### src/rtl/sd_seq_pkg.sv
`timescale 1ns/1ps
package sd_seq_pkg;
  localparam int REG_AW = 3;
  localparam int REG_DW = 8;

  localparam logic [REG_AW-1:0] REG_DATA = 3'd0;
  localparam logic [REG_AW-1:0] REG_STAT = 3'd1;
  localparam logic [REG_AW-1:0] REG_NUM0 = 3'd2;
  localparam logic [REG_AW-1:0] REG_NUM1 = 3'd3;
  localparam logic [REG_AW-1:0] REG_NUM2 = 3'd4;

  localparam logic [REG_DW-1:0] ST_READY   = 8'h80;
  localparam logic [REG_DW-1:0] ST_RD_BYTE = 8'hE0;
  localparam logic [REG_DW-1:0] ST_WR_SLOT = 8'hA0;

  localparam logic [REG_DW-1:0] CMD_RD = 8'h00;
  localparam logic [REG_DW-1:0] CMD_WR = 8'h01;

  typedef enum logic [3:0] {
    S_IDLE,
    S_WAIT_RDY,
    S_NUM0,
    S_NUM1,
    S_NUM2,
    S_CMD,
    S_POLL,
    S_RD,
    S_WR,
    S_WAIT_END
  } seq_state_e;
endpackage

### src/rtl/sd_seq_xfer_cnt.sv
`timescale 1ns/1ps
module sd_seq_xfer_cnt #(
  parameter int N_BYTES = 512
) (
  input  logic clk_i,
  input  logic rst_ni,
  input  logic clr_i,
  input  logic inc_i,
  output logic last_o
);
  localparam int CNT_W = (N_BYTES > 1) ? $clog2(N_BYTES) : 1;
  localparam logic [CNT_W-1:0] LAST = CNT_W'(N_BYTES - 1);

  logic [CNT_W-1:0] cnt_q;

  always_ff @(posedge clk_i or negedge rst_ni) begin
    if (!rst_ni)      cnt_q <= '0;
    else if (clr_i)   cnt_q <= '0;
    else if (inc_i)   cnt_q <= (cnt_q == LAST) ? '0 : cnt_q + 1'b1;
  end

  assign last_o = (cnt_q == LAST);

  // a byte taken at the final position returns the count to zero
  assert_wrap_R7: assert property (@(posedge clk_i) disable iff (!rst_ni)
    (inc_i && last_o && !clr_i) |=> (cnt_q == '0));
endmodule

### src/rtl/sd_seq_rx_slot.sv
`timescale 1ns/1ps
module sd_seq_rx_slot #(
  parameter int DW = 8
) (
  input  logic          clk_i,
  input  logic          rst_ni,
  input  logic          load_i,
  input  logic [DW-1:0] data_i,
  input  logic          ready_i,
  output logic          valid_o,
  output logic [DW-1:0] data_o
);
  always_ff @(posedge clk_i or negedge rst_ni) begin
    if (!rst_ni) begin
      valid_o <= 1'b0;
      data_o  <= '0;
    end else if (load_i) begin
      valid_o <= 1'b1;
      data_o  <= data_i;
    end else if (ready_i) begin
      valid_o <= 1'b0;
    end
  end

  assert_no_overwrite_R5: assert property (@(posedge clk_i) disable iff (!rst_ni)
    load_i |-> !valid_o);

  assert_hold_R5: assert property (@(posedge clk_i) disable iff (!rst_ni)
    (valid_o && !ready_i) |=> (valid_o && $stable(data_o)));
endmodule

### src/rtl/sd_seq_bus_drv.sv
`timescale 1ns/1ps
module sd_seq_bus_drv
  import sd_seq_pkg::*;
#(
  parameter int BLK_W = 24
) (
  input  seq_state_e         state_i,
  input  logic               dir_wr_i,
  input  logic [BLK_W-1:0]   blk_i,
  input  logic [REG_DW-1:0]  tx_data_i,
  output logic [REG_AW-1:0]  addr_o,
  output logic               wr_o,
  output logic               rd_o,
  output logic [REG_DW-1:0]  wdata_o
);
  always_comb begin
    addr_o  = REG_DATA;
    wr_o    = 1'b0;
    rd_o    = 1'b0;
    wdata_o = '0;
    unique case (state_i)
      S_WAIT_RDY, S_POLL, S_WAIT_END: begin
        addr_o = REG_STAT;
        rd_o   = 1'b1;
      end
      S_NUM0: begin
        addr_o  = REG_NUM0;
        wr_o    = 1'b1;
        wdata_o = blk_i[0 +: 8];
      end
      S_NUM1: begin
        addr_o  = REG_NUM1;
        wr_o    = 1'b1;
        wdata_o = blk_i[8 +: 8];
      end
      S_NUM2: begin
        addr_o  = REG_NUM2;
        wr_o    = 1'b1;
        wdata_o = blk_i[16 +: 8];
      end
      S_CMD: begin
        addr_o  = REG_STAT;
        wr_o    = 1'b1;
        wdata_o = dir_wr_i ? CMD_WR : CMD_RD;
      end
      S_RD: begin
        addr_o = REG_DATA;
        rd_o   = 1'b1;
      end
      S_WR: begin
        addr_o  = REG_DATA;
        wr_o    = 1'b1;
        wdata_o = tx_data_i;
      end
      default: ;
    endcase
  end

  always_comb begin
    assert_one_strobe_R10: assert (!(wr_o && rd_o));
    assert_idle_quiet_R1: assert (!((state_i == S_IDLE) && (wr_o || rd_o)));
  end
endmodule

### src/rtl/sd_blk_seq.sv
`timescale 1ns/1ps
module sd_blk_seq
  import sd_seq_pkg::*;
#(
  parameter int BLK_BYTES = 512,
  parameter int BLK_W     = 24
) (
  input  logic        clk_i,
  input  logic        rst_ni,
  input  logic        start_i,
  input  logic        dir_wr_i,
  input  logic [23:0] blk_num_i,
  output logic        busy_o,
  output logic        done_o,
  output logic [2:0]  reg_addr_o,
  output logic        reg_wr_o,
  output logic        reg_rd_o,
  output logic [7:0]  reg_wdata_o,
  input  logic [7:0]  reg_rdata_i,
  output logic [7:0]  rx_data_o,
  output logic        rx_valid_o,
  input  logic        rx_ready_i,
  input  logic [7:0]  tx_data_i,
  input  logic        tx_valid_i,
  output logic        tx_ready_o
);
  // top bit of the high block-number byte is not meaningful on the controller
  localparam logic [BLK_W-1:0] BLK_MASK = {1'b0, {(BLK_W-1){1'b1}}};

  seq_state_e       state_q, state_d;
  logic [BLK_W-1:0] blk_q;
  logic             dir_q;
  logic             done_q;
  logic             last_byte;
  logic             accept;

  assign accept = (state_q == S_IDLE) && start_i;

  always_comb begin
    state_d = state_q;
    unique case (state_q)
      S_IDLE:     if (start_i) state_d = S_WAIT_RDY;
      S_WAIT_RDY: if (reg_rdata_i == ST_READY) state_d = S_NUM0;
      S_NUM0:     state_d = S_NUM1;
      S_NUM1:     state_d = S_NUM2;
      S_NUM2:     state_d = S_CMD;
      S_CMD:      state_d = S_POLL;
      S_POLL: begin
        if (dir_q) begin
          if (reg_rdata_i == ST_WR_SLOT && tx_valid_i) state_d = S_WR;
        end else begin
          if (reg_rdata_i == ST_RD_BYTE && !rx_valid_o) state_d = S_RD;
        end
      end
      S_RD, S_WR: state_d = last_byte ? S_WAIT_END : S_POLL;
      S_WAIT_END: if (reg_rdata_i == ST_READY) state_d = S_IDLE;
      default:    state_d = S_IDLE;
    endcase
  end

  always_ff @(posedge clk_i or negedge rst_ni) begin
    if (!rst_ni) begin
      state_q <= S_IDLE;
      blk_q   <= '0;
      dir_q   <= 1'b0;
      done_q  <= 1'b0;
    end else begin
      state_q <= state_d;
      done_q  <= (state_q == S_WAIT_END) && (reg_rdata_i == ST_READY);
      if (accept) begin
        blk_q <= blk_num_i & BLK_MASK;
        dir_q <= dir_wr_i;
      end
    end
  end

  sd_seq_xfer_cnt #(.N_BYTES(BLK_BYTES)) i_cnt (
    .clk_i  (clk_i),
    .rst_ni (rst_ni),
    .clr_i  (accept),
    .inc_i  ((state_q == S_RD) || (state_q == S_WR)),
    .last_o (last_byte)
  );

  sd_seq_rx_slot #(.DW(REG_DW)) i_rx_slot (
    .clk_i   (clk_i),
    .rst_ni  (rst_ni),
    .load_i  (state_q == S_RD),
    .data_i  (reg_rdata_i),
    .ready_i (rx_ready_i),
    .valid_o (rx_valid_o),
    .data_o  (rx_data_o)
  );

  sd_seq_bus_drv #(.BLK_W(BLK_W)) i_bus (
    .state_i   (state_q),
    .dir_wr_i  (dir_q),
    .blk_i     (blk_q),
    .tx_data_i (tx_data_i),
    .addr_o    (reg_addr_o),
    .wr_o      (reg_wr_o),
    .rd_o      (reg_rd_o),
    .wdata_o   (reg_wdata_o)
  );

  assign busy_o     = (state_q != S_IDLE);
  assign done_o     = done_q;
  assign tx_ready_o = (state_q == S_WR);

  assert_start_busy_R2: assert property (@(posedge clk_i) disable iff (!rst_ni)
    (start_i && !busy_o) |=> busy_o);

  assert_num_msb_R3: assert property (@(posedge clk_i) disable iff (!rst_ni)
    (reg_wr_o && reg_addr_o == REG_NUM2) |-> !reg_wdata_o[7]);

  assert_cmd_order_R4: assert property (@(posedge clk_i) disable iff (!rst_ni)
    (reg_wr_o && reg_addr_o == REG_STAT) |->
      ($past(reg_wr_o && reg_addr_o == REG_NUM2) && reg_wdata_o[7:1] == 7'd0));

  assert_rd_gate_R5: assert property (@(posedge clk_i) disable iff (!rst_ni)
    (reg_rd_o && reg_addr_o == REG_DATA) |->
      $past(reg_rd_o && reg_addr_o == REG_STAT && reg_rdata_i == ST_RD_BYTE && !rx_valid_o));

  assert_wr_gate_R6: assert property (@(posedge clk_i) disable iff (!rst_ni)
    (reg_wr_o && reg_addr_o == REG_DATA) |->
      (tx_ready_o && tx_valid_i && reg_wdata_o == tx_data_i &&
       $past(reg_rd_o && reg_addr_o == REG_STAT && reg_rdata_i == ST_WR_SLOT)));

  assert_done_R8: assert property (@(posedge clk_i) disable iff (!rst_ni)
    done_o |-> (!busy_o && $past(reg_rd_o && reg_rdata_i == ST_READY)));

  assert_done_pulse_R8: assert property (@(posedge clk_i) disable iff (!rst_ni)
    done_o |=> !done_o);

  assert_no_restart_R9: assert property (@(posedge clk_i) disable iff (!rst_ni)
    (busy_o && start_i) |=> ($stable(blk_q) && $stable(dir_q)));
endmodule

### config.mk
export PLATFORM = sky130hd
export DESIGN_NAME = sd_blk_seq
export DESIGN_NICKNAME = d
export VERILOG_FILES = /design/src/rtl/sd_seq_pkg.sv /design/src/rtl/sd_seq_xfer_cnt.sv /design/src/rtl/sd_seq_rx_slot.sv /design/src/rtl/sd_seq_bus_drv.sv /design/src/rtl/sd_blk_seq.sv
export SDC_FILE = /design/constraint.sdc
export NUM_CORES = 1
export LEC_CHECK = 0
export BUFFER_PORTS_ARGS = -buffer_cell sky130_fd_sc_hd__buf_2
export CAP_MARGIN = 0
export CORE_MARGIN = 1.5
export CORE_UTILIZATION = 26
export DETAILED_ROUTE_END_ITERATION = 8
export PLACE_DENSITY = 0.44
export SYNTH_ARGS = -nofsm -noshare
export SYNTH_HDL_FRONTEND = slang
export SYNTH_SLANG_ARGS = --single-unit
### constraint.sdc
create_clock -name clk_i -period 2.5 [get_ports clk_i]
set_input_delay 0.125 -clock clk_i [delete_from_list [all_inputs] [get_ports clk_i]]
set_output_delay 0.125 -clock clk_i [all_outputs]
set_load 0.005 [all_outputs]
==> out/metrics.cfg <==
[placement]
placed_cell_area_um2 = 2914
place_inst = 400
place.gp.congestion = 0.7865
dp_slack_ps = 189.1
numPortBuffers = 69
dp_hpwl_um = 4628

[drt]
drc_errors = 0
avgViaCountPerCell = 4.880
ant_nets = 0
drt_iter0_markers = 92
route.vias.total = 1996
wl_um = 6227
post_drt_wl_per_cell_um = 15.22
first_pass_iters = 4

[hold_path]
min_to = i_rx_slot.valid_o
hold_path_class = in -> reg
worstHoldPathCells = 2
min_from = rx_ready_i

[setup_path]
cp-end-kind = flip-flop
crit_cells = 8
cp_data_required_time_ps = 2700
cp_common_cell = and3_1
reg2reg_from = i_cnt.cnt_q[0]
crit_fanout = 8
r2r-end = state_q[3]
cp.arrival_ps = 2390
worst_r2r_path_depth = 8
crit_path_start_kind = flip-flop
cp_slowest_cell = dfrtp_1
critPathTopFamily = simple AND/OR/NAND/NOR gates
rrSetupSlack_ps = 310
path_buf_inv = 0
cp_cell_sequence = ha_1, and3_1, and3_1, and3_1, ha_2, a32oi_1, o21ai_0, mux2_1
crit_type = reg -> reg
slowest_delay_ps = 420

[final_layout]
multi_input_comb_area_um2 = 1156
register_area_um2 = 1176
area_growth_pct = 26.23
final_nets = 348
antenna_cells = 0
design_area_um2 = 3040
n_fill_cell = 939
drive_gt1_share_pct = 41.86
finish.utilization_pct = 34.36
final_cells = 409

[pwr]
p_int_mw = 2.013
ir_worst_vdd_v = 0.0002785
p_comb_share_pct = 43.2
finalPower_mw = 3.175
swShare_pct = 36.62
p_clk_share_pct = 18.3
switchingPower_mw = 1.163
pwr-share-seq_pct = 38.5
p_leak_nw = 1.483
power_density_nw_per_um2 = 1044

[grt]
grt_pass1_vias = 2000
busiest_layer = met2
grtUsageTotal_pct = 13.13
grt_max_degree = 25
use_met3_pct = 2.178
overflow = 0
met1_usage_pct = 18.13
met2_usage_pct = 20.86
grt_pass1_wl_um = 10130
antenna_found_initial = 0

[clocking]
ctsLongestPathBuffers = 2
tritoncts = done
postCtsSetupBuffers = 0
cts_sinks = 47
cts-root-buf = clkbuf_8
numCtsBuffers = 5
clk_pin_slew_ps = 100
clk_latency_ps = 300
cts.htree.levels = 2

[run_status]
status = completed

[die]
die-area_um2 = 9851
die_height_um = 99.25
rows = 34
core_area_um2 = 8848
io_pins = 71
initial_utilization_pct = 27.22
die_w_um = 99.25

[sta]
holdWs_ps = 15.34
rsz0062_at_grt = false
slew_headroom_pct = 67.64
setup_viol_count_final = 0
fin_crit_sh_pct = 87.62
skew_ps = 12.43
maxSlewViolCount = 0
fin_crit_ps = 2191
finalWorstSetupSlack_ps = 309.4
setup-tns-final_ps = 0
finalHoldViolCount = 0
worst_pin_slew_ps = 483.7
fmax_mhz = 456.5

[logic_synthesis]
yosysMostFrequentCell = dfrtp_1
netlist_area_um2 = 2409
synth_common_cells = 47 x dfrtp_1, 32 x mux2_2, 28 x o21ai_0
syn_inst = 226
yosys.area.top_type = dfrtp_1
ys_ff_latch = 47
ys_seq_area_share_pct = 48.83
syn_nets = 274
yosys_warnings = 0
synth_edf_count = 0
synthArstFlopShare_pct = 100.0
avgSynthCellArea_um2 = 10.66
yosys-top-cells-area = dfrtp_1 49%, mux2_2 15%, o21ai_0 5.8%
synth_top_area_share_pct = 48.83
synth-main-ff-cell = dfrtp_1
yosysUniqueCellTypes = 39

[run]
cap_violations = 0

timing repair:
action / 4_1_cts / 5_1_grt
hold endpoints to repair: 21 / 0
resized for setup: 0 / 2
hold buffers: 1 / 0
setup endpoints to repair: 0 / 5
power groups by stage:
stage | registers, mW | logic (mW) | clock network (mW)
2_1_floorplan | 1.16 | 0.942 | 0
3_3_place_gp | 1.23 | 1.38 | 0
3_5_place_dp | 1.24 | 1.38 | 0
4_1_cts | 1.22 | 1.38 | 0.600
5_1_grt | 1.27 | 1.53 | 0.629
6_report | 1.22 | 1.37 | 0.580
worst register-to-register path: cells and delay by family, from the launching register on:
family | cells | cell delay [ps]
compound gates | 2 | 280
fa+ha+maj | 2 | 460
flops | 1 | 420
mux | 1 | 300
simple gates | 3 | 630
sequential cells by signal, indices dropped and copies added (netlist names):
signal,count
i_rx_slot.data_o,8
dir_q,1
i_cnt.cnt_q,9
blk_q,23
done_o,1
i_rx_slot.valid_o,1
state_q,4
how the worst max path moves through the flow:
stage	end	slack [ps]	startpoint
floorplan	i_cnt.cnt_q[3]	420	i_cnt.cnt_q[0]
global placement	i_cnt.cnt_q[5]	230	i_cnt.cnt_q[0]
detailed placement	i_cnt.cnt_q[3]	190	i_cnt.cnt_q[0]
CTS	i_cnt.cnt_q[3]	190	i_cnt.cnt_q[0]
global route	i_cnt.cnt_q[2]	100	i_cnt.cnt_q[0]
finish	state_q[3]	310	i_cnt.cnt_q[0]
per-layer routing:
metal	share of wire, %	wire, um	vias up
met1	48	2972	980
met2	47	2951	50
met3	3.5	215	5
met4	1.4	87	0
met5	0	0	-
li1	-	-	961
final cells by class:
| type | instances | share of cell area, % |
|---|---|---|
| flip-flops and latches | 47 | 38.68 |
| inverters | 6 | 0.7407 |
| well taps | 108 | 4.444 |
| clock buffers | 5 | 2.263 |
| clock inverters | 3 | 1.440 |
| repair buffers | 81 | 14.40 |
| multi-input cells | 159 | 38.02 |
kinds of logic (layout without fill, tap and decap cells):
logic type	Yosys count	after routing	synth area share [%]
flops	47	47	48.83
xor+xnor	1	1	0.3637
simple gates	58	58	13.25
buf+inv	20	95	3.325
mux	38	38	17.51
compound gates	60	60	15.69
fa+ha+maj	2	2	1.039
cell usage in the layout (no fill, tap or decap), types with 2 or more instances in the layout:
| cell type | synthesis | routed |
|---|---|---|
| o22ai_1 | 2 | 2 |
| o21ai_0 | 28 | 28 |
| a22oi_1 | 7 | 7 |
| mux2i_1 | 5 | 5 |
| nand2_1 | 12 | 12 |
| o31ai_1 | 2 | 2 |
| and3_1 | 7 | 7 |
| a31oi_1 | 2 | 2 |
| nor2_1 | 15 | 15 |
| a21oi_1 | 8 | 8 |
| buf_4 | 0 | 11 |
| clkbuf_8 | 0 | 5 |
| a32oi_1 | 2 | 2 |
| dfrtp_1 | 47 | 47 |
| mux2_2 | 32 | 32 |
| nand2b_1 | 5 | 5 |
| nand3b_1 | 3 | 3 |
| buf_2 | 4 | 69 |
| nor2b_1 | 3 | 3 |
| nand3_1 | 6 | 6 |
| inv_1 | 6 | 6 |
(Power assumes the default switching activity.)
